==> src/rtl/mami_decoder.sv <==
module mami_decoder #(
  parameter int DEPTH = 8,
  parameter int CNTW  = 4
) (
  input  logic       clk,
  input  logic       rst_n,
  input  logic [1:0] mode,
  input  logic       rail_p,
  input  logic       rail_n,
  output logic       dout,
  output logic       dout_vld,
  output logic       err
);
  localparam int IW = $clog2(DEPTH);

  logic             r_p, r_n;
  logic [DEPTH-1:0] bp, bv, bx;
  logic             last_neg, seen, last_vneg, vseen;
  logic [CNTW-1:0]  cnt, len;
  logic [IW-1:0]    tap;
  logic [DEPTH-1:0] clr;

  wire in_x     = r_p & r_n;
  wire in_pulse = r_p ^ r_n;
  wire in_v     = in_pulse & seen & (r_n == last_neg);
  wire in_b     = in_pulse & ~in_v;
  wire valt     = ~vseen | (r_n != last_vneg);

  wire [DEPTH-1:0] zr = ~bp & ~bx;
  wire [DEPTH-1:0] cl = bp & ~bv & ~bx;

  wire m3 = (mode == 2'd0) & in_v & valt & zr[0] & (zr[1] | cl[1]);
  wire m4 = (mode == 2'd1) & in_v & valt & zr[0] & zr[1] & (zr[2] | cl[2]);
  wire m6 = (mode == 2'd2) & in_b & bv[0] & zr[1] & cl[2] & bv[3] & zr[4];
  wire m8 = (mode == 2'd3) & in_b & bv[0] & zr[1] & cl[2] & bv[3]
            & zr[4] & zr[5] & zr[6];
  wire hit = m3 | m4 | m6 | m8;

  always_comb begin
    case (mode)
      2'd0:    len = CNTW'(3);
      2'd1:    len = CNTW'(4);
      2'd2:    len = CNTW'(6);
      default: len = CNTW'(8);
    endcase
    tap = IW'(len - CNTW'(1));
  end

  always_comb begin
    clr = '0;
    if (m3) clr[1:0] = '1;
    if (m4) clr[2:0] = '1;
    if (m6) clr[4:0] = '1;
    if (m8) clr[6:0] = '1;
  end

  always_ff @(posedge clk or negedge rst_n) begin
    if (!rst_n) begin
      r_p       <= 1'b0;
      r_n       <= 1'b0;
      bp        <= '0;
      bv        <= '0;
      bx        <= '0;
      last_neg  <= 1'b0;
      seen      <= 1'b0;
      last_vneg <= 1'b0;
      vseen     <= 1'b0;
      cnt       <= '0;
      dout      <= 1'b0;
      dout_vld  <= 1'b0;
      err       <= 1'b0;
    end else begin
      r_p <= rail_p;
      r_n <= rail_n;
      bp  <= {bp[DEPTH-2:0] & ~clr[DEPTH-2:0], in_pulse & ~hit};
      bv  <= {bv[DEPTH-2:0] & ~clr[DEPTH-2:0], in_v & ~hit};
      bx  <= {bx[DEPTH-2:0], in_x};
      if (in_pulse) begin
        last_neg <= r_n;
        seen     <= 1'b1;
      end
      if (in_v) begin
        last_vneg <= r_n;
        vseen     <= 1'b1;
      end
      if (cnt != '1) cnt <= cnt + CNTW'(1);
      dout     <= bp[tap] | bx[tap];
      dout_vld <= cnt > len;
      err      <= err | in_x | bv[tap];
    end
  end
endmodule

==> config.mk <==
export PLATFORM = sky130hd
export DESIGN_NAME = mami_decoder
export DESIGN_NICKNAME = d
export VERILOG_FILES = /design/src/rtl/mami_decoder.sv
export SDC_FILE = /design/constraint.sdc
export NUM_CORES = 1
export LEC_CHECK = 0
export BUFFER_PORTS_ARGS = -buffer_cell sky130_fd_sc_hd__buf_2
export CAP_MARGIN = 20
export CORE_MARGIN = 2
export CORE_UTILIZATION = 41
export DETAILED_ROUTE_END_ITERATION = 8
export PLACE_DENSITY = 0.64
export SYNTH_ARGS = -nofsm -noshare
export SYNTH_HDL_FRONTEND = slang
export SYNTH_SLANG_ARGS = --single-unit
==> constraint.sdc <==
create_clock -name clk -period 1.5 [get_ports clk]
set_input_delay 0.075 -clock clk [delete_from_list [all_inputs] [get_ports clk]]
set_output_delay 0.075 -clock clk [all_outputs]
set_load 0.01 [all_outputs]
==> results of run 1 <==
-- through the flow --
step | util [%] | TNS, ns | std cells | setup slack (ns) | total power (uW)
floorplan | - | 0 | 129 | 0.01801 | 1359
global placement | 51.28 | -0.3207 | 206 | -0.04479 | 1508
detailed placement | 51.28 | -0.6026 | 206 | -0.06680 | 1522
CTS | 54.75 | -0.04906 | 217 | -0.01422 | 2201
global route | 55.45 | -0.6558 | 217 | -0.07989 | 2313
finish | 55.45 | -0.006766 | 217 | -0.006766 | 2178
-- cell type report --
cell class              instances  area (um2)  area share (%)
clock buffers                   8       80.08           3.886
multi-input cells              83       693.2           33.64
inverters                       5       18.77          0.9107
repair buffers                 36       282.8           13.72
flip-flops and latches         37       925.9           44.93
well taps                      48       60.06           2.914
-- worst paths after layout --
check	end	slack, ns	from
worst min register to register	bx[4]	0.38	bx[3]
worst min-delay path	dout_vld	0.24	rst_n
max in group asynchronous	bx[2]	0.82	rst_n
worst max register to register	bp[3]	-0.007	bp[5]
worst max-delay path	bp[3]	-0.007	bp[5]
min in group clk	dout_vld	0.37	mode[0]
-- where the power goes --
part	switching, uW	leakage (uW)	total (uW)	internal [uW]
combinational	159	0.000465	365	206
clock	315	0.0000395	645	330
sequential	69.1	0.000430	1170	1100
-- worst register-to-register path, delay by kind of cell, from the launching register on --
| family | cells | cell delay (ns) |
|---|---|---|
| DFF | 1 | 0.39 |
| buffers and inverters | 1 | 0.16 |
| AOI/OAI and AO/OA | 1 | 0.29 |
| and+or+nand+nor | 3 | 0.53 |
-- cells by family (layout without fill, tap and decap cells) --
kind of cell	Yosys count	in the layout	synth area share (%)
simple gates	49	49	16.48
flops	37	37	57.54
fa+ha+maj	12	12	9.331
compound gates	12	12	5.909
buf+inv	9	49	2.177
mux	7	7	6.920
xor+xnor	3	3	1.633
-- timing repair --
item,in CTS,in global routing
hold endpoints to repair,18,0
pin swaps,3,1
hold buffers,3,0
resized for setup,2,5
setup endpoints to repair,13,14
-- Yosys cell counts --
| library cell | count |
|---|---|
| nand4_1 | 4 |
| inv_1 | 5 |
| nand4b_1 | 1 |
| mux2i_1 | 1 |
| nor3_1 | 5 |
| a211oi_1 | 1 |
| o21ai_0 | 3 |
| clkbuf_1 | 3 |
| a211oi_4 | 1 |
| a21oi_1 | 3 |
| nor2b_1 | 6 |
| nor2_1 | 12 |
| nor3b_1 | 7 |
| xnor2_1 | 3 |
| dfrtp_1 | 37 |
| a221oi_2 | 1 |
| mux2_2 | 3 |
| buf_2 | 1 |
| o21a_1 | 3 |
| nor4_1 | 2 |
| or2_2 | 1 |
| nand2b_1 | 1 |
| and2_1 | 1 |
| nand2_1 | 4 |
| mux4_2 | 3 |
| nand3_1 | 5 |
| ha_1 | 12 |
-- registers in the layout, summed over array words and instances (netlist names), 4 cells and up --
signal  cells
bp          8
cnt         4
bx          8
bv          8
-- routing by layer --
layer	GRT usage, %	vias to the layer above	routed length, um
met5	0	-	0
met4	7.653	0	61
met3	4.054	7	77
met2	27.88	12	1561
met1	18.52	540	1341
li1	-	529	-
==> impl_metrics.env, run 1 <==
export IMPL_antenna_found_initial=0
export IMPL_ys_top_cells_by_area="dfrtp_1 58%, ha_1 9.3%, mux4_2 4.2%"
export IMPL_powerDensity_mw_per_mm2=1057
export IMPL_synth_warnings=0
export IMPL_drc=0
export IMPL_final_common_cell="dfrtp_1"
export IMPL_place_area_mm2=0.001906
export IMPL_rsz0062_at_grt="yes"
export IMPL_numCtsBuffers=5
export IMPL_num_rows=22
export IMPL_arrival_ns=1.66
export IMPL_violations="negative setup slack"
export IMPL_ioPinCount=9
export IMPL_post_route_period_util_pct=100.5
export IMPL_synth_area_per_cell_um2=12.47
export IMPL_fp_coreArea_mm2=0.003716
export IMPL_dp_hpwl_mm=2.266
export IMPL_synth_top_cell_area_share_pct=57.54
export IMPL_wirelength_mm=3.042
export IMPL_fin_crit_ns=1.507
export IMPL_seq_area_frac_synth_pct=57.54
export IMPL_layout_common_cells="37 x dfrtp_1, 23 x buf_4, 12 x nor2_1"
export IMPL_finalMaxSlewViolations=0
export IMPL_diodes=0
export IMPL_ff2ff_path_depth=5
export IMPL_finalClockSkew_ns=0.004456
export IMPL_crit_fanout=10
export IMPL_cp_slowest_cell="dfrtp_1"
export IMPL_synth_cell_types=27
export IMPL_cp_cell_sequence="nor4_2 -> nand4_1 -> a211oi_4 -> buf_12 -> nor3b_1"
export IMPL_fin_hold_ws_ns=0.2404
export IMPL_syn_nets=147
export IMPL_die_area_mm2=0.004442
export IMPL_synth_top_area_cell="dfrtp_1"
export IMPL_cpPeakStageDelay_ns=0.39
export IMPL_cpLargestDelayFamily="simple AND/OR/NAND/NOR gates"
export IMPL_grt_usage_pct=16.11
export IMPL_syn_area_mm2=0.001609
export IMPL_ys_ff_latch=37
export IMPL_crit_path_start_kind="register"
export IMPL_cap_violations=0
export IMPL_grt_max_degree=22
export IMPL_antenna_left=0
export IMPL_fp_dieW_um=66.65
export IMPL_finalSetupViolCount=1
export IMPL_grt_pass1_vias=1176
export IMPL_grt_ovfl_total=0
export IMPL_finalInstanceArea_mm2=0.002061
export IMPL_fin_nets=186
export IMPL_finalHoldViolCount=0
export IMPL_cp_end_kind="register"
export IMPL_clk_latency_ns=0.28
export IMPL_peakVddDrop_mv=0.6334
export IMPL_clkTransAtPathRegs_ns=0.07
export IMPL_cts_setup_buffers=0
export IMPL_worst_path_buf_inv=1
export IMPL_status="complete, but fails checks"
export IMPL_vias=1088
export IMPL_port_buffers=8
export IMPL_cts_root_buf="clkbuf_8"
export IMPL_tightest_slew_ns=0.3971
export IMPL_viasPerCell=5.014
export IMPL_drive_gt1_share_pct=31.36
export IMPL_nFillCells=319
export IMPL_min_path_type="primary input to asynchronous set/reset pin"
export IMPL_synth_cells=129
export IMPL_criticalPathCategory="register to register"
export IMPL_die_h_um=66.65
export IMPL_wl_per_cell_um=14.02
export IMPL_syn2layout_area_growth_pct=28.07
export IMPL_grt_pass1_wl_mm=5.161
export IMPL_gp_congestion=0.7651
export IMPL_h_tree_depth=2
export IMPL_clock_sinks=37
export IMPL_drtPass1Iterations=4
export IMPL_fin_ws_ns=-0.006766
export IMPL_cp_depth=5
export IMPL_tritoncts="built"
export IMPL_fmax_ghz=0.6637
export IMPL_relSlewSlack_pct=73.53
export IMPL_worstPathRequired_ns=1.66
export IMPL_cts_path_max_buffers=2
export IMPL_drt_initial_drc_count=50
export IMPL_start_util_pct=43.30
export IMPL_leakagePower_uw=0.0009345
Power figures use the tool's default switching activity.
==> run 2: changes to the inputs <==
CORE_ASPECT_RATIO = 0.9   (was not set)
SETUP_SLACK_MARGIN = 0.2   (was not set)
==> run 2 against run 1 <==
  * The run still ends with negative setup slack left
  * Sequential share of layout area down 1.3 points
  * Register-to-register slack got worse by 0.06 ns
  * Non-clock buffer count is 8 lower
  * Wire length up 1.2%
  * First-iteration DRC count is 2.0% lower
  * Worst hold slack improved by 0.11 ns
  * Setup slack got worse by 0.063 ns
  * Combinational power is 2% lower
  * Cell count decreased by 4.6%
  * Global-route usage down 0.53 points
  * Die area hardly changed
  * Critical path type unchanged
  * Largest power group unchanged
==> impl_metrics.env, run 2 (synthesized netlist as in run 1, its figures left out) <==
export IMPL_fin_crit_ns=1.569
export IMPL_fmax_ghz=0.6372
export IMPL_status="complete, but fails checks"
export IMPL_post_route_period_util_pct=104.6
export IMPL_worstPathRequired_ns=1.65
export IMPL_final_common_cell="dfrtp_1"
export IMPL_dp_hpwl_mm=2.031
export IMPL_die_h_um=63.43
export IMPL_finalClockSkew_ns=0.007212
export IMPL_crit_path_start_kind="register"
export IMPL_fp_dieW_um=70.04
export IMPL_drt_initial_drc_count=49
export IMPL_peakVddDrop_mv=0.6667
export IMPL_rsz0062_at_grt="yes"
export IMPL_cts_root_buf="clkbuf_8"
export IMPL_cts_path_max_buffers=2
export IMPL_cp_end_kind="register"
export IMPL_violations="negative setup slack"
export IMPL_fin_nets=178
export IMPL_drtPass1Iterations=4
export IMPL_gp_congestion=0.7948
export IMPL_finalMaxSlewViolations=0
export IMPL_fin_hold_ws_ns=0.3511
export IMPL_num_rows=21
export IMPL_arrival_ns=1.72
export IMPL_powerDensity_mw_per_mm2=1130
export IMPL_diodes=0
export IMPL_drive_gt1_share_pct=39.13
export IMPL_start_util_pct=43.13
export IMPL_finalInstanceArea_mm2=0.002125
export IMPL_place_area_mm2=0.001797
export IMPL_wirelength_mm=3.077
export IMPL_crit_fanout=8
export IMPL_tightest_slew_ns=0.4495
export IMPL_viasPerCell=5.010
export IMPL_finalHoldViolCount=0
export IMPL_die_area_mm2=0.004442
export IMPL_clock_sinks=37
export IMPL_min_path_type="primary input to asynchronous set/reset pin"
export IMPL_antenna_found_initial=0
export IMPL_fp_coreArea_mm2=0.003731
export IMPL_top_regs="bp x8, bv x8, bx x8"
export IMPL_port_buffers=8
export IMPL_relSlewSlack_pct=70.03
export IMPL_layout_common_cells="37 x dfrtp_1, 15 x buf_4, 11 x nor2_1"
export IMPL_drc=0
export IMPL_grt_ovfl_total=0
export IMPL_h_tree_depth=2
export IMPL_vias=1037
export IMPL_grt_pass1_vias=1132
export IMPL_grt_pass1_wl_mm=5.278
export IMPL_leakagePower_uw=0.0009470
export IMPL_numCtsBuffers=5
export IMPL_ff2ff_path_depth=5
export IMPL_cap_violations=0
export IMPL_fin_ws_ns=-0.06948
export IMPL_finalSetupViolCount=10
export IMPL_wl_per_cell_um=14.86
export IMPL_clk_latency_ns=0.29
export IMPL_ioPinCount=9
export IMPL_grt_usage_pct=15.58
export IMPL_antenna_left=0
export IMPL_tritoncts="built"
export IMPL_nFillCells=319
export IMPL_syn2layout_area_growth_pct=32.04
export IMPL_grt_max_degree=38
export IMPL_clkTransAtPathRegs_ns=0.07
export IMPL_criticalPathCategory="register to register"
-- run 2: cell count changes in the layout (fill, tap and decap cells not counted), sizes merged --
| cell | previous run | this run |
|---|---|---|
| bufinv | 0 | 1 |
| buf | 33 | 25 |
| clkbuf | 8 | 7 |
-- run 2: worst max-delay path, cell delays in order, from the launching register on --
cell	delay, ns
dfrtp_1	0.43
nor4_2	0.28
nand4_1	0.22
a211oi_4	0.28
buf_6	0.17
nor3b_1	0.06
-- run 2: path summary, 6_finish.rpt --
check | startpoint | to | slack [ns]
worst max-delay path | bp[6] | bp[2] | -0.07
worst min-delay path | rst_n | bv[6] | 0.35
worst max register to register | bp[6] | bp[2] | -0.07
worst min register to register | bx[3] | bx[4] | 0.39
max in group asynchronous | rst_n | vseen | 0.82
min in group clk | mode[0] | dout_vld | 0.38
-- run 2: through the flow --
| stage | instances | setup slack, ns | total power, uW | utilization, % | setup TNS [ns] |
|---|---|---|---|---|---|
| final | 207 | -0.06948 | 2400 | 56.94 | -0.4908 |
| after CTS | 204 | -0.03246 | 2373 | 54.02 | -0.1195 |
| after global routing | 207 | -0.1308 | 2514 | 56.94 | -1.239 |
| after detailed placement | 189 | -0.07030 | 1483 | 48.16 | -0.5105 |
| after global placement | 189 | 0.01526 | 1473 | 48.16 | 0 |
| after floorplan | 129 | 0.1004 | 1375 | - | 0 |
-- run 2: repair_timing --
| item | in CTS | in global routing |
|---|---|---|
| setup endpoints to repair | 15 | 19 |
| hold buffers | 3 | 0 |
| cloned | 0 | 0 |
| gates resized for setup | 9 | 16 |
| setup buffers | 4 | 3 |
| endpoints found under the hold margin | 39 | 0 |
| pin swaps | 1 | 6 |
-- run 2: final cells by class --
class                   instances  area, um2  share of cell area (%)
multi-input cells              83      800.8                   37.69
repair buffers                 28      205.2                   9.658
flip-flops and latches         37      925.9                   43.58
inverters                       5      18.77                  0.8834
well taps                      46      57.56                   2.709
clock buffers                   7      86.33                   4.064
clock inverters                 1      30.03                   1.413
-- run 2: layer usage --
layer,global-route usage (%),vias up,wire length (um)
met3,3.840,4,95
met2,24.40,19,1477
met1,20.80,504,1472
met4,6.490,0,31
li1,-,510,-
met5,0,-,0
-- run 2: power by group --
group	leakage [uW]	switching [uW]	internal [uW]	total, uW
registers	0.000430	78.6	1100	1180
clock network	0.0000585	323	541	865
logic	0.000458	170	188	359
==> run 3: changes to the inputs <==
PLACE_DENSITY = 0.67   (was 0.64)
==> run 3 against run 2 <==
  * The run now ends clean
  * Highest routed layer unchanged
  * Cell count down 3.9%
  * Total power is 3.4% higher
  * Clock skew hardly changed
  * Flip-flop and latch count did not move
  * Sequential share of layout area up 2.1 points
  * Critical endpoint is now bv[1]
  * Utilization is 2.3 points lower
  * Combinational power shrank 16%
==> impl_metrics.env, run 3 (synthesized netlist as in run 1, its figures left out) <==
export IMPL_final_util_pct=54.59
export IMPL_wl_per_cell_um=14.26
export IMPL_die_area_mm2=0.004442
export IMPL_fp_dieW_um=70.04
export IMPL_diodes=0
export IMPL_clk_latency_ns=0.29
export IMPL_grt_ovfl_total=0
export IMPL_status="completed"
export IMPL_h_tree_depth=2
export IMPL_min_path_type="primary input to asynchronous set/reset pin"
export IMPL_post_route_period_util_pct=98.48
export IMPL_dp_hpwl_mm=2.058
export IMPL_arrival_ns=1.64
export IMPL_cts_path_max_buffers=2
export IMPL_numCtsBuffers=5
export IMPL_tritoncts="built"
export IMPL_fin_ws_ns=0.02287
export IMPL_fp_coreArea_mm2=0.003731
export IMPL_fmax_ghz=0.6770
export IMPL_drt_initial_drc_count=29
export IMPL_relSlewSlack_pct=70.14
export IMPL_wirelength_mm=2.838
export IMPL_top_regs="bp x8, bv x8, bx x8"
export IMPL_cp_end_kind="register"
export IMPL_antenna_left=0
export IMPL_grt_max_degree=38
export IMPL_viasPerCell=5.261
export IMPL_finalMaxSlewViolations=0
export IMPL_grt_usage_pct=14.68
export IMPL_start_util_pct=43.13
export IMPL_drtPass1Iterations=4
export IMPL_gp_congestion=0.8452
export IMPL_ioPinCount=9
export IMPL_tightest_slew_ns=0.4479
export IMPL_drc=0
export IMPL_fin_hold_ws_ns=0.3426
export IMPL_peakVddDrop_mv=0.5721
export IMPL_powerDensity_mw_per_mm2=1219
export IMPL_finalInstanceArea_mm2=0.002037
export IMPL_cts_root_buf="clkbuf_8"
export IMPL_preCtsSetupSlack_ns=-0.01511
export IMPL_worstPathRequired_ns=1.66
export IMPL_leakagePower_uw=0.0008924
export IMPL_crit_fanout=10
export IMPL_crit_path_start_kind="register"
export IMPL_syn2layout_area_growth_pct=26.59
export IMPL_total_power_uw=2483
export IMPL_final_common_cell="dfrtp_1"
export IMPL_drive_gt1_share_pct=32.03
export IMPL_grt_pass1_vias=1022
export IMPL_antenna_found_initial=0
export IMPL_clock_sinks=37
export IMPL_die_h_um=63.43
export IMPL_grt_pass1_wl_mm=4.830
export IMPL_finalClockSkew_ns=0.006851
export IMPL_rsz0062_at_grt="yes"
export IMPL_clkTransAtPathRegs_ns=0.07
export IMPL_fin_crit_ns=1.477
export IMPL_place_area_mm2=0.001774
export IMPL_cap_violations=0
export IMPL_criticalPathCategory="register to register"
export IMPL_port_buffers=8
export IMPL_finalHoldViolCount=0
export IMPL_vias=1047
export IMPL_num_rows=21
export IMPL_fin_nets=170
export IMPL_layout_common_cells="34 x dfrtp_1, 12 x nor2_1, 8 x buf_2"
export IMPL_finalSetupViolCount=0
[run 3: cell types whose count changed in the layout (fill, tap and decap cells not counted), moves of 2 or more]
cell     delta
nor3b_2     -3
buf_4       -9
nor3b_1     +3
dfrtp_2     +3
nor3_1      +2
dfrtp_1     -3
[run 3: critical path, stage by stage (launching register included)]
cell and delay, ns:
dfrtp_2 0.45, ha_4 0.31, nand4_1 0.16, a211oi_4 0.20
buf_6 0.16, nor3b_1 0.06
[run 3: per-layer routing]
layer  vias up  track usage [%]  routed length (um)  share of wire [%]
met3         8            5.440                 135                4.8
met4         0            7.212                  83                2.9
li1        491                -                   -                  -
met5         -                0                   0                  0
met1       528            18.99                1266                 45
met2        20            21.79                1353                 48
[run 3: final cells by class]
type                            count  area (um2)
Clock buffer                        5       68.82
Fill cell                         297        1694
Tap cell                           46       57.56
Clock inverter                      3       65.06
Multi-Input combinational cell     83       748.2
Timing Repair Buffer               20       148.9
Inverter                            5       18.77
Sequential cell                    37       929.6
[run 3: path summary, 6_finish.rpt]
kind	startpoint	endpoint	slack, ns	cells past startpoint
max	r_n	bv[1]	0.02	5
min	rst_n	cnt[3]	0.34	3
max reg2reg	r_n	bv[1]	0.02	5
min reg2reg	bx[3]	bx[4]	0.40	0
max in group asynchronous	rst_n	r_n	0.82	3
min in group clk	mode[0]	dout_vld	0.36	5
[run 3: through the flow]
stage,instances,setup TNS (ns)
after detailed placement,186,-0.03439
final,199,0
after global routing,199,-0.5518
after CTS,198,-0.04113
after global placement,186,0
after floorplan,129,0
[run 3: repair_timing]
action                                  CTS  global route
gates cloned                              0             0
hold endpoints to repair                 39             0
hold buffers                              3             0
gates resized for setup                   3            16
endpoints found under the setup margin   15            16
buffers inserted                          1             1
pin swaps                                 1             2
[run 3: where the power goes]
| group | switching (uW) | internal (uW) |
|---|---|---|
| Clock | 346 | 660 |
| Sequential | 76.9 | 1100 |
| Combinational | 144 | 158 |
| Total | 567 | 1920 |
